$ cat src/rtl/cfgl_pkg.sv
package cfgl_pkg;
  typedef enum logic [2:0] {
    ST_IDLE,
    ST_PROG,
    ST_WAIT_LOW,
    ST_WAIT_HIGH,
    ST_FETCH,
    ST_SHIFT,
    ST_WAIT_DONE
  } cfgl_state_e;

  localparam int unsigned BYTE_W = 8;
endpackage

$ cat src/rtl/cfgl_sync2.sv
module cfgl_sync2 #(
  parameter int unsigned WIDTH = 2
) (
  input  logic             clk,
  input  logic             rst,
  input  logic [WIDTH-1:0] d_i,
  output logic [WIDTH-1:0] q_o
);
  genvar gi;
  generate
    for (gi = 0; gi < WIDTH; gi++) begin : g_bit
      logic meta_q, sync_q;
      always_ff @(posedge clk) begin
        if (rst) begin
          meta_q <= 1'b0;
          sync_q <= 1'b0;
        end else begin
          meta_q <= d_i[gi];
          sync_q <= meta_q;
        end
      end
      assign q_o[gi] = sync_q;
    end
  endgenerate
endmodule

$ cat src/rtl/cfgl_shifter.sv
module cfgl_shifter
  import cfgl_pkg::*;
#(
  parameter int unsigned CLK_DIV = 2
) (
  input  logic              clk,
  input  logic              rst,
  input  logic              load_i,
  input  logic [BYTE_W-1:0] byte_i,
  output logic              sdata_o,
  output logic              sclk_o,
  output logic              fin_o
);
  localparam int unsigned DIV_W = (CLK_DIV > 1) ? $clog2(CLK_DIV) : 1;
  localparam int unsigned BIT_W = $clog2(BYTE_W);

  logic [BYTE_W-1:0] shreg_q;
  logic [DIV_W-1:0]  div_q;
  logic [BIT_W-1:0]  bit_q;
  logic              active_q;
  logic              half_end;

  assign half_end = (div_q == DIV_W'(CLK_DIV - 1));

  always_ff @(posedge clk) begin
    if (rst) begin
      shreg_q  <= '0;
      div_q    <= '0;
      bit_q    <= '0;
      active_q <= 1'b0;
      sclk_o   <= 1'b0;
      sdata_o  <= 1'b0;
      fin_o    <= 1'b0;
    end else begin
      fin_o <= 1'b0;
      if (load_i) begin
        shreg_q  <= byte_i;
        sdata_o  <= byte_i[BYTE_W-1];
        div_q    <= '0;
        bit_q    <= '0;
        sclk_o   <= 1'b0;
        active_q <= 1'b1;
      end else if (active_q) begin
        if (half_end) begin
          div_q <= '0;
          if (!sclk_o) begin
            sclk_o <= 1'b1;
          end else begin
            sclk_o <= 1'b0;
            if (bit_q == BIT_W'(BYTE_W - 1)) begin
              active_q <= 1'b0;
              fin_o    <= 1'b1;
            end else begin
              bit_q   <= bit_q + 1'b1;
              shreg_q <= {shreg_q[BYTE_W-2:0], 1'b0};
              sdata_o <= shreg_q[BYTE_W-2];
            end
          end
        end else begin
          div_q <= div_q + 1'b1;
        end
      end
    end
  end


  sdata_hold_chk: assert property (@(posedge clk) disable iff (rst)
    (sclk_o && $past(sclk_o)) |-> $stable(sdata_o));


  no_overrun_chk: assert property (@(posedge clk) disable iff (rst)
    load_i |-> !active_q);
endmodule

$ cat src/rtl/cfgl_ctrl.sv
module cfgl_ctrl
  import cfgl_pkg::*;
#(
  parameter int unsigned PROG_CYCLES  = 8,
  parameter int unsigned INIT_TIMEOUT = 200,
  parameter int unsigned DONE_TIMEOUT = 100
) (
  input  logic clk,
  input  logic rst,
  input  logic start_i,
  input  logic init_hi_i,
  input  logic done_hi_i,
  input  logic byte_valid_i,
  input  logic byte_last_i,
  input  logic shift_fin_i,
  output logic byte_ready_o,
  output logic load_o,
  output logic prog_n_o,
  output logic busy_o,
  output logic done_o,
  output logic error_o
);
  localparam int unsigned MAX_T = (PROG_CYCLES > INIT_TIMEOUT) ?
    ((PROG_CYCLES > DONE_TIMEOUT) ? PROG_CYCLES : DONE_TIMEOUT) :
    ((INIT_TIMEOUT > DONE_TIMEOUT) ? INIT_TIMEOUT : DONE_TIMEOUT);
  localparam int unsigned CNT_W = $clog2(MAX_T + 1);

  cfgl_state_e      state_q;
  logic [CNT_W-1:0] cnt_q;
  logic             last_q;

  assign byte_ready_o = (state_q == ST_FETCH);
  assign load_o       = byte_ready_o && byte_valid_i;
  assign busy_o       = (state_q != ST_IDLE);

  always_ff @(posedge clk) begin
    if (rst) begin
      state_q  <= ST_IDLE;
      cnt_q    <= '0;
      last_q   <= 1'b0;
      prog_n_o <= 1'b1;
      done_o   <= 1'b0;
      error_o  <= 1'b0;
    end else begin
      unique case (state_q)
        ST_IDLE: begin
          if (start_i) begin
            state_q  <= ST_PROG;
            cnt_q    <= '0;
            prog_n_o <= 1'b0;
            done_o   <= 1'b0;
            error_o  <= 1'b0;
          end
        end
        ST_PROG: begin
          if (cnt_q == CNT_W'(PROG_CYCLES - 1)) begin
            prog_n_o <= 1'b1;
            cnt_q    <= '0;
            state_q  <= ST_WAIT_LOW;
          end else begin
            cnt_q <= cnt_q + 1'b1;
          end
        end
        ST_WAIT_LOW, ST_WAIT_HIGH: begin
          if (cnt_q == CNT_W'(INIT_TIMEOUT - 1)) begin
            error_o <= 1'b1;
            state_q <= ST_IDLE;
          end else begin
            cnt_q <= cnt_q + 1'b1;
            if (state_q == ST_WAIT_LOW && !init_hi_i) state_q <= ST_WAIT_HIGH;
            if (state_q == ST_WAIT_HIGH && init_hi_i) state_q <= ST_FETCH;
          end
        end
        ST_FETCH: begin
          if (byte_valid_i) begin
            last_q  <= byte_last_i;
            state_q <= ST_SHIFT;
          end
        end
        ST_SHIFT: begin
          if (shift_fin_i) begin
            cnt_q   <= '0;
            state_q <= last_q ? ST_WAIT_DONE : ST_FETCH;
          end
        end
        ST_WAIT_DONE: begin
          if (done_hi_i) begin
            done_o  <= 1'b1;
            state_q <= ST_IDLE;
          end else if (cnt_q == CNT_W'(DONE_TIMEOUT - 1)) begin
            error_o <= 1'b1;
            state_q <= ST_IDLE;
          end else begin
            cnt_q <= cnt_q + 1'b1;
          end
        end
        default: state_q <= ST_IDLE;
      endcase
    end
  end


  done_err_excl_chk: assert property (@(posedge clk) disable iff (rst)
    !(done_o && error_o));


  done_needs_line_chk: assert property (@(posedge clk) disable iff (rst)
    $rose(done_o) |-> $past(done_hi_i));


  prog_only_busy_chk: assert property (@(posedge clk) disable iff (rst)
    !prog_n_o |-> busy_o);
endmodule

$ cat src/rtl/cfg_loader.sv
module cfg_loader
  import cfgl_pkg::*;
#(
  parameter int unsigned CLK_DIV      = 2,
  parameter int unsigned PROG_CYCLES  = 8,
  parameter int unsigned INIT_TIMEOUT = 200,
  parameter int unsigned DONE_TIMEOUT = 100
) (
  input  logic       clk,
  input  logic       rst,
  input  logic       start_i,
  input  logic       legacy_rst_i,
  input  logic       user_rst_i,
  input  logic [7:0] byte_data_i,
  input  logic       byte_last_i,
  input  logic       byte_valid_i,
  output logic       byte_ready_o,
  output logic       prog_n_o,
  input  logic       init_n_i,
  input  logic       done_i,
  output logic       sdata_o,
  output logic       sclk_o,
  output logic       rst_n_o,
  output logic       busy_o,
  output logic       done_o,
  output logic       error_o
);
  logic [1:0] sync_q;
  logic       init_hi, done_hi;
  logic       load, fin;

  cfgl_sync2 #(.WIDTH(2)) u_sync (
    .clk (clk),
    .rst (rst),
    .d_i ({done_i, init_n_i}),
    .q_o (sync_q)
  );
  assign init_hi = sync_q[0];
  assign done_hi = sync_q[1];

  cfgl_ctrl #(
    .PROG_CYCLES  (PROG_CYCLES),
    .INIT_TIMEOUT (INIT_TIMEOUT),
    .DONE_TIMEOUT (DONE_TIMEOUT)
  ) u_ctrl (
    .clk          (clk),
    .rst          (rst),
    .start_i      (start_i),
    .init_hi_i    (init_hi),
    .done_hi_i    (done_hi),
    .byte_valid_i (byte_valid_i),
    .byte_last_i  (byte_last_i),
    .shift_fin_i  (fin),
    .byte_ready_o (byte_ready_o),
    .load_o       (load),
    .prog_n_o     (prog_n_o),
    .busy_o       (busy_o),
    .done_o       (done_o),
    .error_o      (error_o)
  );

  cfgl_shifter #(.CLK_DIV(CLK_DIV)) u_shift (
    .clk     (clk),
    .rst     (rst),
    .load_i  (load),
    .byte_i  (byte_data_i),
    .sdata_o (sdata_o),
    .sclk_o  (sclk_o),
    .fin_o   (fin)
  );

  always_ff @(posedge clk) begin
    if (rst) rst_n_o <= 1'b1;
    else     rst_n_o <= !(user_rst_i || (legacy_rst_i && !prog_n_o));
  end


  clk_after_init_chk: assert property (@(posedge clk) disable iff (rst)
    $rose(sclk_o) |-> init_hi);


  indep_rst_chk: assert property (@(posedge clk) disable iff (rst)
    (!legacy_rst_i && !$past(user_rst_i) && !$past(legacy_rst_i)) |-> rst_n_o);
endmodule

$ cat config.mk
export PLATFORM = sky130hd
export DESIGN_NAME = cfg_loader
export DESIGN_NICKNAME = d
export VERILOG_FILES = /design/src/rtl/cfgl_pkg.sv /design/src/rtl/cfgl_sync2.sv /design/src/rtl/cfgl_shifter.sv /design/src/rtl/cfgl_ctrl.sv /design/src/rtl/cfg_loader.sv
export SDC_FILE = /design/constraint.sdc
export NUM_CORES = 1
export LEC_CHECK = 0
export CAP_MARGIN = 25
export CELL_PAD_IN_SITES_DETAIL_PLACEMENT = 0
export CELL_PAD_IN_SITES_GLOBAL_PLACEMENT = 1
export CORE_MARGIN = 4
export CORE_UTILIZATION = 39
export DETAILED_ROUTE_END_ITERATION = 7
export DONT_BUFFER_PORTS = 1
export PLACE_DENSITY_LB_ADDON = 0.05
export SETUP_SLACK_MARGIN = 0.2
export SYNTH_ARGS = -nofsm -noshare
export SYNTH_HDL_FRONTEND = slang
export SYNTH_SLANG_ARGS = --single-unit
$ cat constraint.sdc
create_clock -name clk -period 3 [get_ports clk]
set_input_delay 0.6 -clock clk [delete_from_list [all_inputs] [get_ports clk]]
set_output_delay 0.6 -clock clk [all_outputs]
set_load 0.01 [all_outputs]
# Word-level counts from Yosys, hierarchy flattened
# Index checks and enable logic that the tools add are counted.
# classes
n_addsub	3
multipliers	0
div_mod_pow	0
n_lt_le_gt_ge	0
n_eq_ne	23
n_shift	0
mux	45
bitwise_logic	4
n_reduce_logical	29
# ops
operator	n
two-way mux 8 bit	6
one-hot mux 8 bit (5 select lines)	1
two-way mux 7 bit	5
two-way mux 3 bit	9
two-way mux 1 bit	19
one-hot mux 3 bit (6 select lines)	1
inequality test 2 bit (second input constant)	7
equality test 3 bit (second input constant)	4
AND reduction 6 bit	2
nonzero test 2 bit	5
adder 8 x 1 -> 8 bit (second input constant)	1
equality test 8 x 3 -> 1 bit (second input constant)	1
equality test 8 x 7 -> 1 bit (second input constant)	1
equality test 8 bit (second input constant)	1
inequality test 2 x 1 -> 1 bit (second input constant)	4
AND reduction 4 bit	2
equality test 3 x 2 -> 1 bit (second input constant)	2
AND reduction 3 bit	2
nonzero test 3 bit	2
AND reduction 5 bit	1
nonzero test 5 bit	1
OR reduction 5 bit	1
logical AND 1 bit	4
inequality test 4 x 1 -> 1 bit (second input constant)	1
other kinds (13)	21
# word_totals
regBits	35
latch_bits	0
ram_bits	0
mem_bits_ro	0
n_memories	0

# Logic depth before layout (Yosys ltp)
# logic_depth
ltp_word	6
depth_mapped	7
ltp_nobuf	6

# Modules after synthesis
# From an unflattened synthesis, not the netlist that was laid out.
# unflattened
hier_cells	218
hier_area_um2	1978.1
# by_module_without_submodules
module	instances	cells_each	area_each_um2
cfgl_ctrl	1	131	1068.5
cfgl_shifter	1	74	755.7
cfgl_sync2	1	10	120.1
cfg_loader	1	3	33.8

# Worst setup path before layout
# Ideal clock, no wire load.
# synth_path
path_type	reg2reg
start	reg u_ctrl.cnt_q[0]
end	reg u_ctrl.state_q[0]
arrival_time_ns	1.869
slack_ns	1.014
stages_incl_launch_ff	7
path_cell_list	dfxtp_1 ha_1 or4b_4 o31a_1 a211o_1 a21o_1 a32o_1
# synth_via
elab_chain_cells	3
word_cells_on_any_way	9
classes_between	eq/ne: 6; mux: 2; reduce/logical: 1
# synth_rtl
element	line	rtl
from (decl)	cfgl_ctrl.sv:29	logic [CNT_W-1:0] cnt_q;
from (signal assigned)	cfgl_ctrl.sv:61	cnt_q <= cnt_q + 1'b1;
from (signal assigned)	cfgl_ctrl.sv:69	cnt_q <= cnt_q + 1'b1;
from (signal assigned)	cfgl_ctrl.sv:94	cnt_q <= cnt_q + 1'b1;
equality test 8 bit (tied with other cells)	cfgl_ctrl.sv:65	if (cnt_q == CNT_W'(INIT_TIMEOUT - 1)) begin
inequality test 4 x 1 -> 1 bit (no source line) (tied with other cells)	n/a	
AND reduction 6 bit (no source line) or one-hot mux 3 bit (6 select lines) (tied branches)	n/a	
to (signal assigned)	cfgl_ctrl.sv:83	state_q <= last_q ? ST_WAIT_DONE : ST_FETCH;
to (decl)	cfgl_ctrl.sv:28	cfgl_state_e state_q;
# Several ways; a longest one is shown, not always the timed one.
# A chain may end at the register's enable or synchronous reset.

# Final worst setup path
# layout_path
start	reg u_ctrl.cnt_q[0]
end	reg u_ctrl.cnt_q[5]
# layout_via
elab_chain_cells	4
word_cells_on_any_way	12
classes_between	add/sub: 1; eq/ne: 5; mux: 5; reduce/logical: 1
# layout_rtl
element	line	rtl
adder 8 x 1 -> 8 bit	cfgl_ctrl.sv:61, cfgl_ctrl.sv:69, cfgl_ctrl.sv:94	
two-way mux 8 bit	cfgl_ctrl.sv:90	end else if (cnt_q == CNT_W'(DONE_TIMEOUT - 1)) begin
two-way mux 8 bit	cfgl_ctrl.sv:87	if (done_hi_i) begin
one-hot mux 8 bit (5 select lines)	cfgl_ctrl.sv:45	unique case (state_q)
# Several ways; a longest one is shown, not always the timed one. The select of a mux whose other input is x is not followed.

==> reports/qor.yml <==
status: "complete, no violations"
netlist_area_um2: 1780
synth_top_area_frac: 0.393
critPathKind: "flip-flop to flip-flop"
synth_fa_ha_area_frac: 0.0211
hp-start: "rst"
grt_usage: 0.150
initial_core_util: 0.407
fmax_ghz: 0.438
die_area_um2: 5720
hpwl_mm: 2.85
cap_violations: 0
cts.path.max_buffers: 2
viasPerCell: 5.81
final_antenna_net_count: 0
final.setup.worst_slack_ps: 717
synth_area_leaders: "dfxtp_1 (39%), nor2_1 (5.9%), mux2i_1 (5.6%), nor2b_1 (3.5%), a211oi_1 (3.4%)"
ir_drop_v: 0.000311
cts_sinks: 35
synth_cell_types: 52
num_io_pins: 25
yosys.area_share.simple: 0.254
nNetsFinal: 222
io_buffers: 0
place.gp.congestion: 0.804
cts_tree: "done"
grt_pass1_wl_mm: 6.53
h-tree-depth: 2
tns_ps: 0
rows: 24
vias: 1482
finalCritPeriodShare: 0.761
cp-start-kind: "flip-flop"
rsz0062_at_grt: "no"
multi_input_area_um2: 1020
setup_viol: 0
grt_overflow: 0
cp.arrival_ps: 2440
area_delta_synth_final_pct: 7.09
rr_startpoint: "u_ctrl.cnt_q[0]$_SDFFE_PP0P_"
p_leak_nw: 0.749
synth_cells: 206
r2r_slack_ps: 720
synth_top_area_cell: "dfxtp_1"
synth_edf_count: 0
initialDrtViolationCount: 83
synth.avg_cell_area_um2: 8.66
worstReg2RegEnd: "u_ctrl.cnt_q[5]$_SDFFE_PP0P_"
diodes: 0
synthMuxAreaShare: 0.0561
maxSlewViolCount: 0
die_y_um: 75.6
postCtsSetupRepairBufs: 0
grt_max_degree: 29
die_w_um: 75.6
cts_resized: 0
synth_top_family_by_area: "simple AND/OR/NAND/NOR gates"
first_pass_iters: 4
power_density_nw_per_um2: 754
clockRootBuffer: "clkbuf_8"
min_delay_worst_endpoint: "u_ctrl.cnt_q[0]$_SDFFE_PP0P_"
whs_ps: 382
fill_cells: 446
async_reset_ff_frac: 0
seq_area_frac_synth: 0.393
synth_compound_area_frac: 0.222
synth_xor_area_frac: 0.0196
tightest_slew_ps: 699
ys_seq_elements: 35
startpoint: "u_ctrl.cnt_q[0]$_SDFFE_PP0P_"
fin_util: 0.436
place_ws_ps: 716
cp_max_fo: 12
register_area_um2: 701
layout_min_cycle_time_ps: 2280
fin_area_um2: 1910
slew_headroom: 0.532
synthFlopType: "dfxtp_1"
cts_hold_buffers: 0
finClkSkew_ps: 6.57
r2r_cells: 6
hold_violations: 0
cts_buffers: 5
place_area_um2: 1810
post-route-drc-count: 0
cp_data_required_time_ps: 3160
grt_pass1_vias: 1388
power.total_mw: 1.44
hold_class: "primary input to flip-flop"
syn_nets: 226
dp.cells: 247
antenna_found_initial: 0
end_kind: "flip-flop"
holdPathStages: 1
layout.cells.non_filler: 255
ys_warn_count: 0
drive_gt1_frac: 0.0788
post_drt_wl_per_cell_um: 15.7
wl_mm: 4.01
clk_transition_reported_paths_ps: 70
fp.coreArea_um2: 4380
clk_latency_ps: 290
kinds of logic (layout without fill, tap and decap cells):
group                      Yosys count  count (layout)
and+or+nand+nor                     85              85
AOI/OAI and AO/OA                   54              54
DFF                                 35              35
buffers and inverters               15              12
muxes                               10              10
xor gates and xnor gates             4               4
adders and majority gates            3               3
layout make-up:
class                   count  share of cell area
clock buffers               7              0.0505
clock inverters             1             0.00393
inverters                   3             0.00590
multi-input cells         156               0.535
flip-flops and latches     35               0.367
well taps                  52              0.0341
repair buffers              1             0.00393
state kept, by name, indices dropped and copies added, names as in the netlist:
| name | flops |
|---|---|
| u_ctrl.last_q | 1 |
| u_ctrl.error_o | 1 |
| u_shift.active_q | 1 |
| u_ctrl.prog_n_o | 1 |
| u_ctrl.done_o | 1 |
| u_shift.bit_q | 3 |
| u_shift.shreg_q | 7 |
| u_shift.fin_o | 1 |
| u_ctrl.cnt_q | 8 |
| u_ctrl.state_q | 3 |
| u_sync.g_bit.sync_q | 2 |
| u_sync.g_bit.meta_q | 2 |
| u_shift.sclk_o | 1 |
| rst_n_o | 1 |
| u_shift.sdata_o | 1 |
| u_shift.div_q | 1 |
per-layer routing:
metal / share of wire / up-vias / global-route usage
li1: - / 750 / -
met4: 0.012 / 0 / 0.0505
met3: 0.041 / 7 / 0.0462
met5: 0 / - / 0
met1: 0.47 / 695 / 0.195
met2: 0.48 / 30 / 0.236
cell usage in the layout (no fill, tap or decap), types with 3 or more instances in the layout:
master	count
ha_1	3
mux2i_1	10
nor2_1	28
nand3_1	5
dfxtp_1	35
o311ai_1	5
a211oi_1	8
clkbuf_8	7
o21ai_1	5
nand2b_1	5
or4_1	3
o21ai_0	4
nor2b_1	10
nand2_1	14
or3_1	4
inv_1	3
a21oi_1	7
power breakdown:
part           internal (mW)  switching [mW]
clock                  0.209           0.175
combinational          0.186           0.240
sequential             0.524           0.105
critical path: stages (launching register included):
cell,delay (ps)
dfxtp_1,360
ha_1,250
or4b_4,490
o31a_1,260
o22ai_2,420
or3_1,280
o41ai_1,90
cells in the mapped netlist (2+ instances only):
cell type   n
dfxtp_1    35
nor2_1     28
nand2_1    14
mux2i_1    10
nor2b_1    10
clkbuf_1    9
a211oi_1    8
a21oi_1     7
nand2b_1    5
nand3_1     5
o21ai_1     5
o311ai_1    5
o21ai_0     4
or3_1       4
ha_1        3
inv_1       3
or4_1       3
a211o_1     2
a21o_1      2
a31oi_1     2
and3_1      2
nand4_1     2
nor3_1      2
o211ai_1    2
o22ai_1     2
o31a_1      2
o41ai_1     2
or2_2       2
xnor2_1     2
xor2_1      2
worst max path at each step:
stage                                     end  slack (ps)
3_3_place_gp     u_ctrl.cnt_q[5]$_SDFFE_PP0P_         770
2_1_floorplan  u_ctrl.state_q[0]$_SDFFE_PP0P_        1010
5_1_grt          u_ctrl.cnt_q[5]$_SDFFE_PP0P_         520
6_report         u_ctrl.cnt_q[5]$_SDFFE_PP0P_         720
3_5_place_dp     u_ctrl.cnt_q[5]$_SDFFE_PP0P_         720
4_1_cts          u_ctrl.cnt_q[5]$_SDFFE_PP0P_         700
(Power assumes the default switching activity.)
